**src/rtl/fmasr_pkg.sv**
```systemverilog
`timescale 1ns/1ps
package fmasr_pkg;
   // operand class codes
   localparam int CLS_ZERO  = 0;
   localparam int CLS_NORM  = 1;
   localparam int CLS_DNORM = 2;
   localparam int CLS_INF   = 3;
   localparam int CLS_QNAN  = 4;
   localparam int CLS_SNAN  = 5;

   // result selector bit positions
   localparam int SEL_CONT   = 0;
   localparam int SEL_PASS_Z = 1;
   localparam int SEL_PASS_X = 2;
   localparam int SEL_PASS_Y = 3;
   localparam int SEL_QUIET  = 4;
   localparam int SEL_DNAN   = 5;
   localparam int SEL_INF    = 6;
   localparam int SEL_ZERO   = 7;
   localparam int SEL_COUNT  = 8;
endpackage

```
**src/rtl/fmasr_nan_pick.sv**
```systemverilog
`timescale 1ns/1ps
module fmasr_nan_pick
   import fmasr_pkg::*;
#(
   parameter int NUM_OPS = 3,
   parameter int CLS_W   = 3
) (
   input  logic [NUM_OPS*CLS_W-1:0] cls_vec,
   input  logic [NUM_OPS-1:0]       sgn_vec,
   output logic                     hit,
   output logic                     is_sig,
   output logic [NUM_OPS-1:0]       pick,
   output logic                     pick_sgn
);
   logic [NUM_OPS-1:0] snan;
   logic [NUM_OPS-1:0] qnan;

   // per-operand NaN detection; operand 0 has the highest priority
   for (genvar i = 0; i < NUM_OPS; i++) begin : g_det
      assign snan[i] = (cls_vec[i*CLS_W +: CLS_W] == CLS_W'(CLS_SNAN));
      assign qnan[i] = (cls_vec[i*CLS_W +: CLS_W] == CLS_W'(CLS_QNAN));
   end

   always_comb begin
      hit      = 1'b0;
      is_sig   = 1'b0;
      pick     = '0;
      pick_sgn = 1'b0;
      for (int i = 0; i < NUM_OPS; i++) begin
         if (!hit && snan[i]) begin
            hit      = 1'b1;
            is_sig   = 1'b1;
            pick[i]  = 1'b1;
            pick_sgn = sgn_vec[i];
         end
      end
      for (int i = 0; i < NUM_OPS; i++) begin
         if (!hit && qnan[i]) begin
            hit      = 1'b1;
            pick[i]  = 1'b1;
            pick_sgn = sgn_vec[i];
         end
      end
   end

   always_comb begin
      // exactly one winner whenever any NaN is present
      a_r1_one_winner: assert ($countones(pick) == ((|(snan | qnan)) ? 1 : 0));
      // a signalling NaN anywhere beats every quiet NaN
      a_r1_sig_first: assert (!(|snan) || (is_sig && |(pick & snan)));
   end
endmodule

```
**src/rtl/fmasr_inf_zero.sv**
```systemverilog
`timescale 1ns/1ps
module fmasr_inf_zero
   import fmasr_pkg::*;
#(
   parameter int   CLS_W    = 3,
   parameter int   SEL_W    = 8,
   parameter logic DNAN_SGN = 1'b0
) (
   input  logic [CLS_W-1:0] z_cls,
   input  logic             z_sgn,
   input  logic [CLS_W-1:0] x_cls,
   input  logic             x_sgn,
   input  logic [CLS_W-1:0] y_cls,
   input  logic             y_sgn,
   input  logic             neg_prod,
   input  logic             rnd_down,
   output logic [SEL_W-1:0] sel,
   output logic             sgn,
   output logic             inv
);
   logic prod_sgn;
   logic x_inf, y_inf, x_zero, y_zero, z_inf, z_zero;

   assign prod_sgn = x_sgn ^ y_sgn ^ neg_prod;
   assign x_inf    = (x_cls == CLS_W'(CLS_INF));
   assign y_inf    = (y_cls == CLS_W'(CLS_INF));
   assign x_zero   = (x_cls == CLS_W'(CLS_ZERO));
   assign y_zero   = (y_cls == CLS_W'(CLS_ZERO));
   assign z_inf    = (z_cls == CLS_W'(CLS_INF));
   assign z_zero   = (z_cls == CLS_W'(CLS_ZERO));

   always_comb begin
      sel           = '0;
      sel[SEL_CONT] = 1'b1;
      sgn           = prod_sgn;
      inv           = 1'b0;
      if ((x_inf && y_zero) || (x_zero && y_inf)) begin
         sel           = '0;
         sel[SEL_DNAN] = 1'b1;
         sgn           = DNAN_SGN;
         inv           = 1'b1;
      end else if (x_inf || y_inf) begin
         sel = '0;
         if (z_inf && (z_sgn != prod_sgn)) begin
            sel[SEL_DNAN] = 1'b1;
            sgn           = DNAN_SGN;
            inv           = 1'b1;
         end else begin
            sel[SEL_INF] = 1'b1;
         end
      end else if (x_zero || y_zero) begin
         sel = '0;
         sgn = z_sgn;
         if (z_inf) begin
            sel[SEL_INF] = 1'b1;
         end else if (z_zero && (z_sgn != prod_sgn)) begin
            sel[SEL_ZERO] = 1'b1;
            sgn           = rnd_down;
         end else begin
            sel[SEL_PASS_Z] = 1'b1;
         end
      end else if (z_inf) begin
         sel          = '0;
         sel[SEL_INF] = 1'b1;
         sgn          = z_sgn;
      end
   end

   always_comb begin
      // infinity times zero is always invalid
      a_r4_inf_times_zero: assert (!((x_inf && y_zero) || (x_zero && y_inf)) ||
                                   (inv && sel[SEL_DNAN]));
      // cancelling zeros take their sign from the rounding mode
      a_r8_zero_sign: assert (!sel[SEL_ZERO] || (sgn == rnd_down && z_zero));
      // an infinite result from an infinite product has the product sign
      a_r6_inf_sign: assert (!(sel[SEL_INF] && (x_inf || y_inf)) || (sgn == prod_sgn));
   end
endmodule

```
**src/rtl/fma_special_resolver.sv**
```systemverilog
`timescale 1ns/1ps
module fma_special_resolver
   import fmasr_pkg::*;
#(
   parameter int   CLS_W    = 3,
   parameter int   SEL_W    = 8,
   parameter logic DNAN_SGN = 1'b0
) (
   input  logic [CLS_W-1:0] z_cls,
   input  logic             z_sgn,
   input  logic [CLS_W-1:0] x_cls,
   input  logic             x_sgn,
   input  logic [CLS_W-1:0] y_cls,
   input  logic             y_sgn,
   input  logic             neg_prod,
   input  logic             rnd_down,
   output logic [SEL_W-1:0] res_sel,
   output logic             res_sgn,
   output logic [2:0]       nan_src,
   output logic             invalid
);
   localparam int NUM_OPS = 3;

   if (CLS_W < 3) begin : g_bad_cls
      $error("CLS_W must hold six class codes");
   end
   if (SEL_W != SEL_COUNT) begin : g_bad_sel
      $error("SEL_W must equal the selector count");
   end

   logic               nan_hit, nan_sig, nan_sgn;
   logic [NUM_OPS-1:0] nan_pick;
   logic [SEL_W-1:0]   iz_sel;
   logic               iz_sgn, iz_inv;

   fmasr_nan_pick #(.NUM_OPS(NUM_OPS), .CLS_W(CLS_W)) u_nan (
      .cls_vec  ({y_cls, x_cls, z_cls}),
      .sgn_vec  ({y_sgn, x_sgn, z_sgn}),
      .hit      (nan_hit),
      .is_sig   (nan_sig),
      .pick     (nan_pick),
      .pick_sgn (nan_sgn)
   );

   fmasr_inf_zero #(.CLS_W(CLS_W), .SEL_W(SEL_W), .DNAN_SGN(DNAN_SGN)) u_iz (
      .z_cls, .z_sgn, .x_cls, .x_sgn, .y_cls, .y_sgn,
      .neg_prod, .rnd_down,
      .sel (iz_sel),
      .sgn (iz_sgn),
      .inv (iz_inv)
   );

   always_comb begin
      res_sel = iz_sel;
      res_sgn = iz_sgn;
      invalid = iz_inv;
      nan_src = '0;
      if (nan_hit) begin
         res_sel = '0;
         res_sgn = nan_sgn;
         if (nan_sig) begin
            res_sel[SEL_QUIET] = 1'b1;
            nan_src            = nan_pick;
            invalid            = 1'b1;
         end else begin
            res_sel[SEL_PASS_Z +: NUM_OPS] = nan_pick;
            invalid                        = 1'b0;
         end
      end
   end

   logic any_snan;
   assign any_snan = (z_cls == CLS_W'(CLS_SNAN)) || (x_cls == CLS_W'(CLS_SNAN)) ||
                     (y_cls == CLS_W'(CLS_SNAN));

   always_comb begin
      // selector is one-hot
      a_r11_sel_onehot: assert ($countones(res_sel) == 1);
      // operand pointer only with the quieted-NaN selection
      a_r11_src_gated: assert ((nan_src == '0) || (res_sel[SEL_QUIET] && $countones(nan_src) == 1));
      // any signalling NaN forces quieting and invalid
      a_r2_snan_invalid: assert (!any_snan || (invalid && res_sel[SEL_QUIET]));
      // continuing to the datapath never raises invalid
      a_r10_cont_clean: assert (!res_sel[SEL_CONT] || !invalid);
   end
endmodule

```
**config.mk**
```make
export PLATFORM = sky130hd
export DESIGN_NAME = fma_special_resolver
export DESIGN_NICKNAME = d
export VERILOG_FILES = /design/src/rtl/fmasr_pkg.sv /design/src/rtl/fmasr_nan_pick.sv /design/src/rtl/fmasr_inf_zero.sv /design/src/rtl/fma_special_resolver.sv
export SDC_FILE = /design/constraint.sdc
export NUM_CORES = 1
export LEC_CHECK = 0
export BUFFER_PORTS_ARGS = -buffer_cell sky130_fd_sc_hd__buf_2
export CORE_UTILIZATION = 44
export DETAILED_ROUTE_END_ITERATION = 12
export MAX_ROUTING_LAYER = met4
export PLACE_DENSITY = 0.78
export SYNTH_ARGS = -nofsm -noshare
export SYNTH_HDL_FRONTEND = slang
export SYNTH_HIERARCHICAL = 1
export SYNTH_SLANG_ARGS = --single-unit
```
**constraint.sdc**
```tcl
create_clock -name vclk -period 1.1
set_input_delay 0 -clock vclk [all_inputs]
set_output_delay 0 -clock vclk [all_outputs]
set_load 0.02 [all_outputs]
```
==> impl_metrics.csv <==
group,metric,value,unit
final_layout,instances_no_fill,156,
timing,drv_slew,0,
drt,dr.pass1.iters,4,
grt,met3_usage,0,%
run_status,status,"finished, violations left",
run,maxCapViolations,0,
run_status,violations,"negative setup slack",
timing,fin_crit_sh,131,%
grt,use_met1,35.5,%
final_layout,n_fill_cell,57,
final_layout,register_area,0,um^2
power,pwr-share-seq,0,%
timing,rsz0062_at_grt,"true",
synthesis,synth_area_leaders,"buf_4, nor2b_1, nor3_1",
final_layout,synthToLayoutAreaGrowth,92.2,%
power,p_per_area,514,nW/um^2
critical_path,cp_max_fo,6,
grt,top_usage_layer,"met2",
power,power_frac_comb,100.0,%
grt,groute.layer.met2.usage,56.6,%
grt,grt_pass1_vias,742,
critical_path,worstSetupPathType,"input pin to output pin",
place,place_area,918,um^2
synthesis,synth_cells,91,
final_layout,design.seq.count,0,
place,dp_cells,150,
synthesis,synth_warnings,6,
synthesis,synth_cell_types,40,
critical_path,cp.arrival,1.44,ns
timing,hold_viol_final,0,
final_layout,finalInstanceArea,1200,um^2
power,ir_drop,372,uV
drt,wirelength,2980,um
drt,ant_nets,0,
place,place_ws,-0.292,ns
final_layout,final_util,91.1,%
drt,first_iter_violations,42,
die,die_w,39.7,um
grt,grt_max_degree,10,
final_layout,antenna_cells,0,
grt,overflow,0,
grt,grt_usage,29.6,%
die,ios,27,
power,p_leak,0.576,nW
drt,remaining_drc_errors,0,
critical_path,crit_required,1.10,ns
die,die_area,1570,um^2
synthesis,yosysTopAreaCellShare,6.01,%
final_layout,nets,157,
drt,wire_per_inst,19.1,um
timing,final.min_clock_period,1.44,ns
die,row_count,13,
place,io_buffer_count,27,
timing,finalSetupTns,-2.07,ns
power,internal-power,0.000304,W
timing,fmax,695,MHz
synthesis,ys_seq_area_share,0,%
drt,vias,989,
final_layout,drive_gt1_share,63.8,%
synthesis,yosys.area.top_type,"buf_4",
clocking,postCtsHoldBufs,0,
critical_path,worstSetupStartpointType,"input pin",
grt,grt_pass1_wl,3220,um
critical_path,endpoint_kind,"output pin",
place,gp_congestion,0.893,
timing,setup_viol,13,
power,p_sw_share,50.7,%
timing,fin_ws,-0.339,ns
die,start_util,47.4,%
grt,antenna_found_initial,0,
die,core,1320,um^2
synthesis,synth.cell_area,624,um^2
place,hpwl,1480,um
power,switchingPower,0.000312,W
synthesis,syn_avg_cell_area,6.86,um^2
min_path,hold_class,"input pin to output pin",
power,pwr-share-clk,0,%
die,die_y,39.7,um
drt,avgViaCountPerCell,6.34,
final_layout,clock_buffers,0,
[synth_stat cells (2+ instances only)]
cell and instances:
nand2_1 8, nor2b_4 2, nand2b_4 2, and3_1 4
nand3b_1 2, a21boi_2 2, nand3_1 2, nor2_1 6
nor3_1 6, o21ai_2 2, o21ai_0 5, a22o_1 3
inv_1 6, nor3b_1 2, a21oi_1 5, nor2b_1 5
buf_4 5, a211oi_1 2
[cell families after synthesis]
group	synth area share [%]
AO/OA/AOI/OAI	34.5
XOR/XNOR	5.01
buffers and inverters	9.62
multiplexers	1.80
other	0.601
AND/OR/NAND/NOR	48.5
[worst max-delay path, cell delays in order]
cell      delay [ns]
buf_2           0.16
o22a_1          0.15
o32a_1          0.20
o21ai_2         0.09
nor3b_1         0.34
a211oi_2        0.08
mux2_4          0.28
buf_6           0.13
[power by group through the flow]
stage	Clock (W)	Combinational, W	Sequential, W
6_report	0	0.000616	0
5_1_grt	0	0.000638	0
4_1_cts	0	0.000510	0
3_5_place_dp	0	0.000438	0
3_3_place_gp	0	0.000426	0
2_1_floorplan	0	0.000271	0
[per-layer routing]
layer	share of wire (%)	vias to the layer above
li1	-	432
met1	39	466
met2	50	70
met3	6.6	21
met4	4.4	0
met5	0	-
[through the flow]
step / power [W] / hold slack [ns]
2_1_floorplan: 0.000271 / 0.324
3_3_place_gp: 0.000426 / 0.614
3_5_place_dp: 0.000438 / 0.620
4_1_cts: 0.000510 / 0.633
5_1_grt: 0.000638 / 0.638
6_report: 0.000616 / 0.628
[placed cells by master (no fill, tap or decap), drive strengths merged, types with 2 or more instances in the layout]
master	netlist	final
a21boi	2	2
nor3b	2	2
nand2	8	8
o21ai	8	8
nor3	6	6
nand3	2	2
nor4	2	2
nand3b	2	2
nor2	6	6
buf	5	53
and3	4	4
nand2b	3	3
a21oi	5	5
nor2b	7	7
a211oi	3	3
inv	6	6
a22o	3	3
conb	1	3
[cell type report]
cell class	count	area (um^2)	area share, %
Inverter	6	22.5	1.88
Multi-Input combinational cell	82	706	58.8
Tap cell	15	18.8	1.56
Timing Repair Buffer	53	453	37.7
[final timing paths]
kind	start	endpoint	slack, ns	cells past startpoint
max	x_cls[0]	res_sgn	-0.34	8
min	z_cls[1]	nan_src[0]	0.63	5
[timing repair]
action	in CTS	in global routing
setup buffers	3	4
endpoints found under the hold margin	0	0
endpoints found under the setup margin	13	13
pin swaps	12	14
gates resized for setup	36	32
(Power assumes the default switching activity.)
